**src/rtl/keymx_pkg.sv**
```systemverilog
package keymx_pkg;

  typedef enum logic {
    PH_DELAY = 1'b0,
    PH_RATE  = 1'b1
  } repPhase_t;

  // Strobes the control sends to the datapath each cycle.
  typedef struct packed {
    logic pop;         // consume the event the picker offers
    logic popRelease;  // the consumed event is a release
  } popStrobe_t;

endpackage

```
**src/rtl/keymx_debounce_cell.sv**
```systemverilog
module keymx_debounce_cell #(
  parameter int DEB_W       = 4,
  parameter int SYNC_STAGES = 2
) (
  input  logic             clk,
  input  logic             rstN,
  input  logic             rawIn,
  input  logic             tick,
  input  logic [DEB_W:0]   debLimit,
  output logic             lvlOut,
  output logic             stableOut,
  output logic             flipOut
);

  logic             lvl;
  logic             stableQ;
  logic [DEB_W-1:0] cntQ;
  logic [DEB_W:0]   cntInc;

  generate
    if (SYNC_STAGES == 0) begin : g_nosync
      assign lvl = rawIn;
    end else begin : g_sync
      logic [SYNC_STAGES-1:0] syncQ;
      always_ff @(posedge clk) begin
        if (!rstN) begin
          syncQ <= '0;
        end else begin
          syncQ[0] <= rawIn;
          for (int i = 1; i < SYNC_STAGES; i++) syncQ[i] <= syncQ[i-1];
        end
      end
      assign lvl = syncQ[SYNC_STAGES-1];
    end
  endgenerate

  assign cntInc  = {1'b0, cntQ} + (DEB_W+1)'(1);
  assign flipOut = tick && (lvl != stableQ) && (cntInc >= debLimit);

  always_ff @(posedge clk) begin
    if (!rstN) begin
      stableQ <= 1'b0;
      cntQ    <= '0;
    end else if (lvl == stableQ) begin
      cntQ <= '0;
    end else if (tick) begin
      if (flipOut) begin
        stableQ <= lvl;
        cntQ    <= '0;
      end else begin
        cntQ <= cntInc[DEB_W-1:0];
      end
    end
  end

  assign lvlOut    = lvl;
  assign stableOut = stableQ;

endmodule

```
**src/rtl/keymx_datapath.sv**
```systemverilog
module keymx_datapath
  import keymx_pkg::*;
#(
  parameter int ROWS        = 8,
  parameter int COLS        = 8,
  parameter int DEB_W       = 4,
  parameter int SYNC_STAGES = 2,
  localparam int NKEYS      = ROWS * COLS,
  localparam int KEY_W      = $clog2(NKEYS)
) (
  input  logic             clk,
  input  logic             rstN,
  input  logic [NKEYS-1:0] matLevel,
  input  logic             tick,
  input  logic [DEB_W-1:0] debounceTicks,
  input  logic             releaseEn,
  input  popStrobe_t       strobe,
  output logic [NKEYS-1:0] stableVec,
  output logic [NKEYS-1:0] stableNext,
  output logic             pendAny,
  output logic [KEY_W-1:0] pendKey,
  output logic             pendRelease
);

  logic [DEB_W:0]   debLimit;
  logic [NKEYS-1:0] lvlVec;
  logic [NKEYS-1:0] flipVec;
  logic [NKEYS-1:0] pendPress, pendRel;
  logic [NKEYS-1:0] setPress, setRel;
  logic [NKEYS-1:0] clrPress, clrRel;

  assign debLimit = (debounceTicks == '0) ? (DEB_W+1)'(1) : {1'b0, debounceTicks};

  // Key number is column-major: c*ROWS + r; the input is row-major.
  genvar c, r;
  generate
    for (c = 0; c < COLS; c++) begin : g_col
      for (r = 0; r < ROWS; r++) begin : g_row
        localparam int KEY = c * ROWS + r;
        localparam int BIT = r * COLS + c;
        keymx_debounce_cell #(
          .DEB_W      (DEB_W),
          .SYNC_STAGES(SYNC_STAGES)
        ) u_cell (
          .clk      (clk),
          .rstN     (rstN),
          .rawIn    (matLevel[BIT]),
          .tick     (tick),
          .debLimit (debLimit),
          .lvlOut   (lvlVec[KEY]),
          .stableOut(stableVec[KEY]),
          .flipOut  (flipVec[KEY])
        );
      end
    end
  endgenerate

  assign stableNext = (stableVec & ~flipVec) | (lvlVec & flipVec);
  assign setPress   = flipVec & lvlVec;
  assign setRel     = flipVec & ~lvlVec & {NKEYS{releaseEn}};

  always_comb begin
    clrPress = '0;
    clrRel   = '0;
    if (strobe.pop) begin
      if (strobe.popRelease) clrRel[pendKey]   = 1'b1;
      else                   clrPress[pendKey] = 1'b1;
    end
  end

  always_ff @(posedge clk) begin
    if (!rstN) begin
      pendPress <= '0;
      pendRel   <= '0;
    end else begin
      pendPress <= (pendPress & ~clrPress) | setPress;
      pendRel   <= (pendRel & ~clrRel) | setRel;
    end
  end

  // Lowest key number wins; a press goes before a release of the same key.
  always_comb begin
    pendAny     = 1'b0;
    pendKey     = '0;
    pendRelease = 1'b0;
    for (int k = NKEYS - 1; k >= 0; k--) begin
      if (pendPress[k] || pendRel[k]) begin
        pendAny     = 1'b1;
        pendKey     = KEY_W'(k);
        pendRelease = !pendPress[k];
      end
    end
  end

endmodule

```
**src/rtl/keymx_control.sv**
```systemverilog
module keymx_control
  import keymx_pkg::*;
#(
  parameter int NKEYS  = 64,
  parameter int REP_W  = 4,
  localparam int KEY_W = $clog2(NKEYS)
) (
  input  logic             clk,
  input  logic             rstN,
  input  logic             tick,
  input  logic             repeatEn,
  input  logic [REP_W-1:0] repeatDelay,
  input  logic [REP_W-1:0] repeatRate,
  input  logic             pendAny,
  input  logic [KEY_W-1:0] pendKey,
  input  logic             pendRelease,
  input  logic [NKEYS-1:0] stableNext,
  output popStrobe_t       strobe,
  output logic             evtValid,
  output logic [KEY_W-1:0] evtCode,
  output logic             evtRelease,
  output logic             repPending
);

  logic             repActive;
  logic             repPend;
  logic [KEY_W-1:0] repKey;
  logic [KEY_W-1:0] lastKey;
  logic [REP_W-1:0] repCnt;
  repPhase_t        phase;
  logic [REP_W:0]   curLimit;
  logic [REP_W:0]   repInc;
  logic             repStop;
  logic             repFire;
  logic             armNow;
  logic             emitRep;

  assign strobe.pop        = pendAny;
  assign strobe.popRelease = pendRelease;

  always_comb begin
    curLimit = (phase == PH_RATE) ? {1'b0, repeatRate} : {1'b0, repeatDelay};
    if (curLimit == '0) curLimit = (REP_W+1)'(1);
  end

  assign repInc  = {1'b0, repCnt} + (REP_W+1)'(1);
  assign repStop = tick && repActive && (!repeatEn || !stableNext[lastKey]);
  assign repFire = tick && repActive && !repStop && (repInc >= curLimit);
  assign armNow  = pendAny && !pendRelease;
  assign emitRep = !pendAny && repPend;

  always_ff @(posedge clk) begin
    if (!rstN) begin
      evtValid   <= 1'b0;
      evtCode    <= '0;
      evtRelease <= 1'b0;
      repActive  <= 1'b0;
      repPend    <= 1'b0;
      repKey     <= '0;
      lastKey    <= '0;
      repCnt     <= '0;
      phase      <= PH_DELAY;
    end else begin
      // Output register: key changes first, then a waiting repeat.
      evtValid <= pendAny || repPend;
      if (pendAny) begin
        evtCode    <= pendKey;
        evtRelease <= pendRelease;
      end else if (repPend) begin
        evtCode    <= repKey;
        evtRelease <= 1'b0;
      end
      if (emitRep) repPend <= 1'b0;

      // Repeat timer, advanced by the timebase.
      if (repStop) begin
        repActive <= 1'b0;
      end else if (tick && repActive) begin
        if (repFire) begin
          repCnt  <= '0;
          phase   <= PH_RATE;
          repPend <= 1'b1;
          repKey  <= lastKey;
        end else begin
          repCnt <= repInc[REP_W-1:0];
        end
      end

      // A reported press becomes the repeat target and restarts the delay.
      if (armNow) begin
        lastKey   <= pendKey;
        repActive <= repeatEn;
        repCnt    <= '0;
        phase     <= PH_DELAY;
        repPend   <= 1'b0;
      end
    end
  end

  assign repPending = repPend;

endmodule

```
**src/rtl/static_keymatrix_detector.sv**
```systemverilog
module static_keymatrix_detector
  import keymx_pkg::*;
#(
  parameter int ROWS        = 8,
  parameter int COLS        = 8,
  parameter int DEB_W       = 4,
  parameter int REP_W       = 4,
  parameter int SYNC_STAGES = 2,
  localparam int NKEYS      = ROWS * COLS,
  localparam int KEY_W      = $clog2(NKEYS)
) (
  input  logic             clk,
  input  logic             rstN,
  input  logic [NKEYS-1:0] matLevel,
  input  logic             tick,
  input  logic [DEB_W-1:0] debounceTicks,
  input  logic             releaseEn,
  input  logic             repeatEn,
  input  logic [REP_W-1:0] repeatDelay,
  input  logic [REP_W-1:0] repeatRate,
  output logic             evtValid,
  output logic [KEY_W-1:0] evtCode,
  output logic             evtRelease
);

  popStrobe_t       strobe;
  logic [NKEYS-1:0] stableVec;
  logic [NKEYS-1:0] stableNext;
  logic             pendAny;
  logic [KEY_W-1:0] pendKey;
  logic             pendRelease;
  logic             repPending;

  keymx_datapath #(
    .ROWS       (ROWS),
    .COLS       (COLS),
    .DEB_W      (DEB_W),
    .SYNC_STAGES(SYNC_STAGES)
  ) u_dp (
    .clk          (clk),
    .rstN         (rstN),
    .matLevel     (matLevel),
    .tick         (tick),
    .debounceTicks(debounceTicks),
    .releaseEn    (releaseEn),
    .strobe       (strobe),
    .stableVec    (stableVec),
    .stableNext   (stableNext),
    .pendAny      (pendAny),
    .pendKey      (pendKey),
    .pendRelease  (pendRelease)
  );

  keymx_control #(
    .NKEYS(NKEYS),
    .REP_W(REP_W)
  ) u_ctl (
    .clk        (clk),
    .rstN       (rstN),
    .tick       (tick),
    .repeatEn   (repeatEn),
    .repeatDelay(repeatDelay),
    .repeatRate (repeatRate),
    .pendAny    (pendAny),
    .pendKey    (pendKey),
    .pendRelease(pendRelease),
    .stableNext (stableNext),
    .strobe     (strobe),
    .evtValid   (evtValid),
    .evtCode    (evtCode),
    .evtRelease (evtRelease),
    .repPending (repPending)
  );

endmodule

```
**config.mk**
```make
export PLATFORM = sky130hd
export DESIGN_NAME = static_keymatrix_detector
export DESIGN_NICKNAME = d
export VERILOG_FILES = /design/src/rtl/keymx_pkg.sv /design/src/rtl/keymx_debounce_cell.sv /design/src/rtl/keymx_datapath.sv /design/src/rtl/keymx_control.sv /design/src/rtl/static_keymatrix_detector.sv
export SDC_FILE = /design/constraint.sdc
export NUM_CORES = 2
export LEC_CHECK = 0
export ABC_CLOCK_PERIOD_IN_PS = 11180
export BUFFER_PORTS_ARGS = -buffer_cell sky130_fd_sc_hd__buf_2
export CORE_ASPECT_RATIO = 0.7
export CORE_MARGIN = 2
export CORE_UTILIZATION = 50
export CTS_BUF_LIST = sky130_fd_sc_hd__clkbuf_4
export CTS_CLUSTER_SIZE = 40
export DETAILED_ROUTE_END_ITERATION = 10
export MAX_ROUTING_LAYER = met4
export PLACE_DENSITY_LB_ADDON = 0.3
export SLEW_MARGIN = 40
export SYNTH_ARGS = -nofsm -noshare
export SYNTH_HDL_FRONTEND = slang
export SYNTH_SLANG_ARGS = --single-unit
```
**constraint.sdc**
```tcl
create_clock -name clk -period 11.18 [get_ports clk]
set_input_delay 1.677 -clock clk [delete_from_list [all_inputs] [get_ports clk]]
set_output_delay 1.677 -clock clk [all_outputs]
set_load 0.01 [all_outputs]
```
==> results.txt <==
In the routed design, unresolved DRC markers number 0. In this run the count of I/O pins placed on the die edge is 89. The tools report the maximum number of pins on one net before global-route repair as 151. The max-cap violation count was 0. The detailed-route vias per instance was 5.83.

Together, buffers and inverters on the worst path number 3. The die covers 69300 µm². After clock tree synthesis, the clock-pin slew on the worst setup and hold paths is 60 ps. Setup repair after global routing left no endpoint under its margin. Setup TNS: 0 ps.

After synthesis, the largest family of logic cells by area is simple AND/OR/NAND/NOR gates. The worst-case headroom to the max-slew limit is 36.1%. The number of nets in the synthesized netlist is 4539. The cell count after synthesis came out at 4133. The number of sinks driven by the clock tree is 603. The core region is 66400 µm². Setup violations remaining at the end of the flow were counted as 0. The synthesized netlist devotes 17.1% of its cell area to compound gates. For this run, asynchronously set or reset flops after synthesis account for 0%. The final critical path takes up 51.5% of the cycle. The measured slew at the worst slew-check pin is 951 ps. STA classifies the critical path endpoint as a flop. The min-delay analysis places its worst path in the category flop to flop. The final route contains 30400 vias. The largest single stage delay on the critical path is 670 ps. Per report_power, the combinational group accounts for 11.0% of the total.

The final worst clock skew was 64.8 ps. Each instance of the synthesized netlist takes up on average 8.13 µm². The number of antenna violations at the first check in global routing was 3. The signal on the critical path passes through buf_2 > clkinv_2 > a31o_4 > buf_4 > ha_1 > nand2b_1 > a31oi_1 > o22ai_1 > mux2i_1 > a32o_1 > a211oi_1 > nand4_1 > o31ai_1 > o21bai_1 > mux2i_1.

The average wire per cell in the routed design was 18.7 µm; the largest buffer count on any clock path was 3. Gates resized during post-CTS repair numbered 0. TritonCTS built the clock tree. The logs give 174 MHz for the top achievable clock speed and 33600 µm² for the post-synthesis instance area. Of the total power, registers draw 48.1%.

The overall global routing resource usage came out at 28.6%. The tools report the startpoint kind of the worst setup timing path as an input port. For the number of H-tree levels, the log shows 4. The overall power consumption is 4.63 mW. The number of setup buffers added after CTS was 0. The critical path is of the input port to flop type. The run finished with clean final reports.

Multiplexer area fraction after synthesis: 2.66%. The synthesized design contains 0 enable-type register cells. In this run, synthesis produced a sequential element count of 603.

The internal portion of the total power is 3.30 mW. The most frequent cell on the critical path was sky130_fd_sc_hd__mux2i_1. The count of buffers added on input and output ports is 88. The netlist uses 92 different library cells. The number of CTS-inserted buffers is 156, and the share of final-layout standard cells stronger than drive strength 1 is 9.40%. The cell family contributing the most delay on the critical path is compound AO/OA/AOI/OAI gates. The logs give 0 for the yosys synthesis warning count and 65400 µm for the placed wire-length estimate after detailed placement. The slowest stage of the critical path belongs to the cell sky130_fd_sc_hd__buf_4. Wire length of the first global-routing pass: 154000 µm. The max-slew violation total from the final report was 0; the adder-cell share of the synthesized area was 12.1%. The net count of the finished layout was 4609.

The number of core rows was 79; the first-pass detailed-route iteration total was 6. STA puts the critical path data arrival time at 6660 ps. The worst-case IR drop observed on VDD is 0.109 mV. The final layout contains routed wiring with a total length of 97700 µm. In this run switching power makes up 28.9% of total power. Summed over all cells, the static leakage comes to 15.7 nW. In this run, post-CTS hold repair placed 0 buffers.

The vertical die dimension came out at 221 µm. The placer congestion estimate came out at 1.01. The number of global-route vias before repair is 28200. The number of hold violations in the final report is 0. In this run the worst path has a maximum fanout of 38. The sum of overflow across all layers after global routing is 0.

The area growth from synthesis to layout is 8.77%. Once the floorplan was initialized, standard cells occupied 50.6% of the core. After the first detailed-routing iteration, the DRC count stood at 2775. For the number of nets with antenna violations after detailed routing, the log shows 0. Most instantiated flip-flop cell in the synthesis netlist: sky130_fd_sc_hd__dfxtp_1. The reported net switching power is 1.34 mW, and the clock group share of total power is 41.0%. The worst hold margin was 428 ps. The cell sitting at the root of the clock tree is a sky130_fd_sc_hd__clkbuf_4.

Power density relative to cell area: 127 nW/µm². STA puts the critical path data required time at 12080 ps. Subtracting the final worst setup slack from the clock period gives 5760 ps. Summing the areas of all and, or, nand and nor instances in the mapped netlist gives 24.3% of the synthesized area.

The overall die width was 314 µm. Of the total synthesized cell area, the portion taken by XOR and XNOR cells is 5.06%. At the later pin of the worst-skew pair, clock insertion delay measures 1070 ps.

The part of the Yosys area used for sequential elements came out at 35.9%.
power groups by stage:
stage / registers [mW] / clock network, mW / logic [mW]
after CTS: 2.23 / 1.94 / 0.491
after global routing: 2.23 / 2.07 / 0.543
after floorplan: 2.26 / 0 / 0.328
final: 2.23 / 1.90 / 0.508
after global placement: 2.27 / 0 / 0.483
after detailed placement: 2.27 / 0 / 0.488
cell families after synthesis:
| group | Yosys count |
|---|---|
| simple gates | 1693 |
| fa+ha+maj | 325 |
| buf+inv | 235 |
| xor+xnor | 194 |
| flops | 603 |
| compound gates | 995 |
| mux | 88 |
final timing paths:
path                                                   end  slack (ps)                                          start  depth (start not counted)
max                                        u_ctl.repCnt[1]        5420                               debounceTicks[3]                         15
min reg2reg  u_dp.g_col[2].g_row[7].u_cell.g_sync.syncQ[1]         430  u_dp.g_col[2].g_row[7].u_cell.g_sync.syncQ[0]                          1
max reg2reg                              u_dp.pendPress[9]        6730                             u_dp.pendPress[14]                          9
min          u_dp.g_col[2].g_row[7].u_cell.g_sync.syncQ[1]         430  u_dp.g_col[2].g_row[7].u_cell.g_sync.syncQ[0]                          1
metal layers:
layer  part of all wire (%)  track usage [%]  vias up
met5                      0                -        -
met3                    9.3             7.47      229
met1                     46             38.8    14200
met4                    2.9             10.9        0
met2                     41             40.4     1127
li1                       -                -    14800
Yosys cell counts (13+ instances only):
cell	n	area [µm²]
sky130_fd_sc_hd__nand3_1	99	495
sky130_fd_sc_hd__nor2_1	514	1930
sky130_fd_sc_hd__ha_1	325	4070
sky130_fd_sc_hd__o31ai_1	29	218
sky130_fd_sc_hd__a31oi_1	104	651
sky130_fd_sc_hd__nor2b_1	39	244
sky130_fd_sc_hd__mux2i_1	79	791
sky130_fd_sc_hd__xor2_1	128	1120
sky130_fd_sc_hd__o21ai_0	204	1020
sky130_fd_sc_hd__and2_1	185	1160
sky130_fd_sc_hd__nand2_1	432	1620
sky130_fd_sc_hd__or4_1	15	113
sky130_fd_sc_hd__and3_1	13	81.3
sky130_fd_sc_hd__a21oi_1	458	2290
sky130_fd_sc_hd__nor3_1	154	771
sky130_fd_sc_hd__dfxtp_1	603	12100
sky130_fd_sc_hd__nand3b_1	86	646
sky130_fd_sc_hd__inv_1	40	150
sky130_fd_sc_hd__nor4_1	29	181
sky130_fd_sc_hd__a21o_1	48	360
sky130_fd_sc_hd__or2_2	13	81.3
sky130_fd_sc_hd__clkbuf_1	157	589
sky130_fd_sc_hd__buf_2	15	75.1
sky130_fd_sc_hd__nand2b_1	64	400
sky130_fd_sc_hd__o22ai_1	46	288
sky130_fd_sc_hd__xnor2_1	66	578
cell type report:
type / instances / area [µm²]
flip-flops and latches: 603 / 12100
fillers: 6311 / 29900
repair buffers: 104 / 631
clock buffers: 216 / 1620
multi-input cells: 3295 / 20600
well taps: 891 / 1110
inverters: 43 / 180
diodes: 11 / 27.5
clock inverters: 48 / 268
sequential cells by signal (all words and copies together) (netlist names), 4 cells and up:
register,cells
u_ctl.evtCode,6
u_dp.pendRel,64
u_dp.g_col.g_row.u_cell.cntQ,256
u_ctl.repCnt,4
u_dp.g_col.g_row.u_cell.stableOut,64
u_ctl.repKey,6
u_dp.g_col.g_row.u_cell.g_sync.syncQ,128
u_dp.pendPress,64
u_ctl.lastKey,6
worst register-to-register path: stages (launching register included):
cell                        delay, ps
sky130_fd_sc_hd__dfxtp_1          360
sky130_fd_sc_hd__nor4_1           680
sky130_fd_sc_hd__o21ai_0          280
sky130_fd_sc_hd__a2111oi_2        790
sky130_fd_sc_hd__o311a_1          440
sky130_fd_sc_hd__a211oi_2         140
sky130_fd_sc_hd__nor2_1           270
sky130_fd_sc_hd__nand4_1          750
sky130_fd_sc_hd__o21ai_0          470
sky130_fd_sc_hd__a21oi_1          100
cell usage in the layout (no fill, tap or decap), drive strengths merged, types with 6 or more instances in the layout:
cell	synthesis	layout
o311ai	9	9
nor4	33	33
clkbuf	160	218
nor2	516	516
o31ai	30	30
and3	14	14
or4	17	17
o211ai	7	7
a21o	48	48
nand2b	68	68
ha	325	325
o21bai	7	7
clkinv	1	46
xor2	128	128
nand3	99	99
and2	188	188
nand2	434	434
buf	32	102
a31oi	105	105
mux2	9	9
o21ai	211	211
a2111oi	7	7
or2	14	14
or3	7	7
nand3b	86	86
nand4	13	13
nor3	155	155
dfxtp	603	603
a211oi	11	11
diode	0	11
nor2b	39	39
mux2i	79	79
o22ai	46	46
nand4b	6	6
inv	42	42
xnor2	66	66
a21oi	460	460
per-stage QoR:
step	instance area, µm²	util [%]	setup slack, ps	std cells
floorplan	33600	-	4850	4133
global placement	34600	52.0	4480	4934
detailed placement	34600	52.1	4490	4934
CTS	36500	54.9	5580	5198
global route	36500	55.0	5200	5208
finish	36500	55.0	5420	5211
Power figures use the tool's default switching activity.
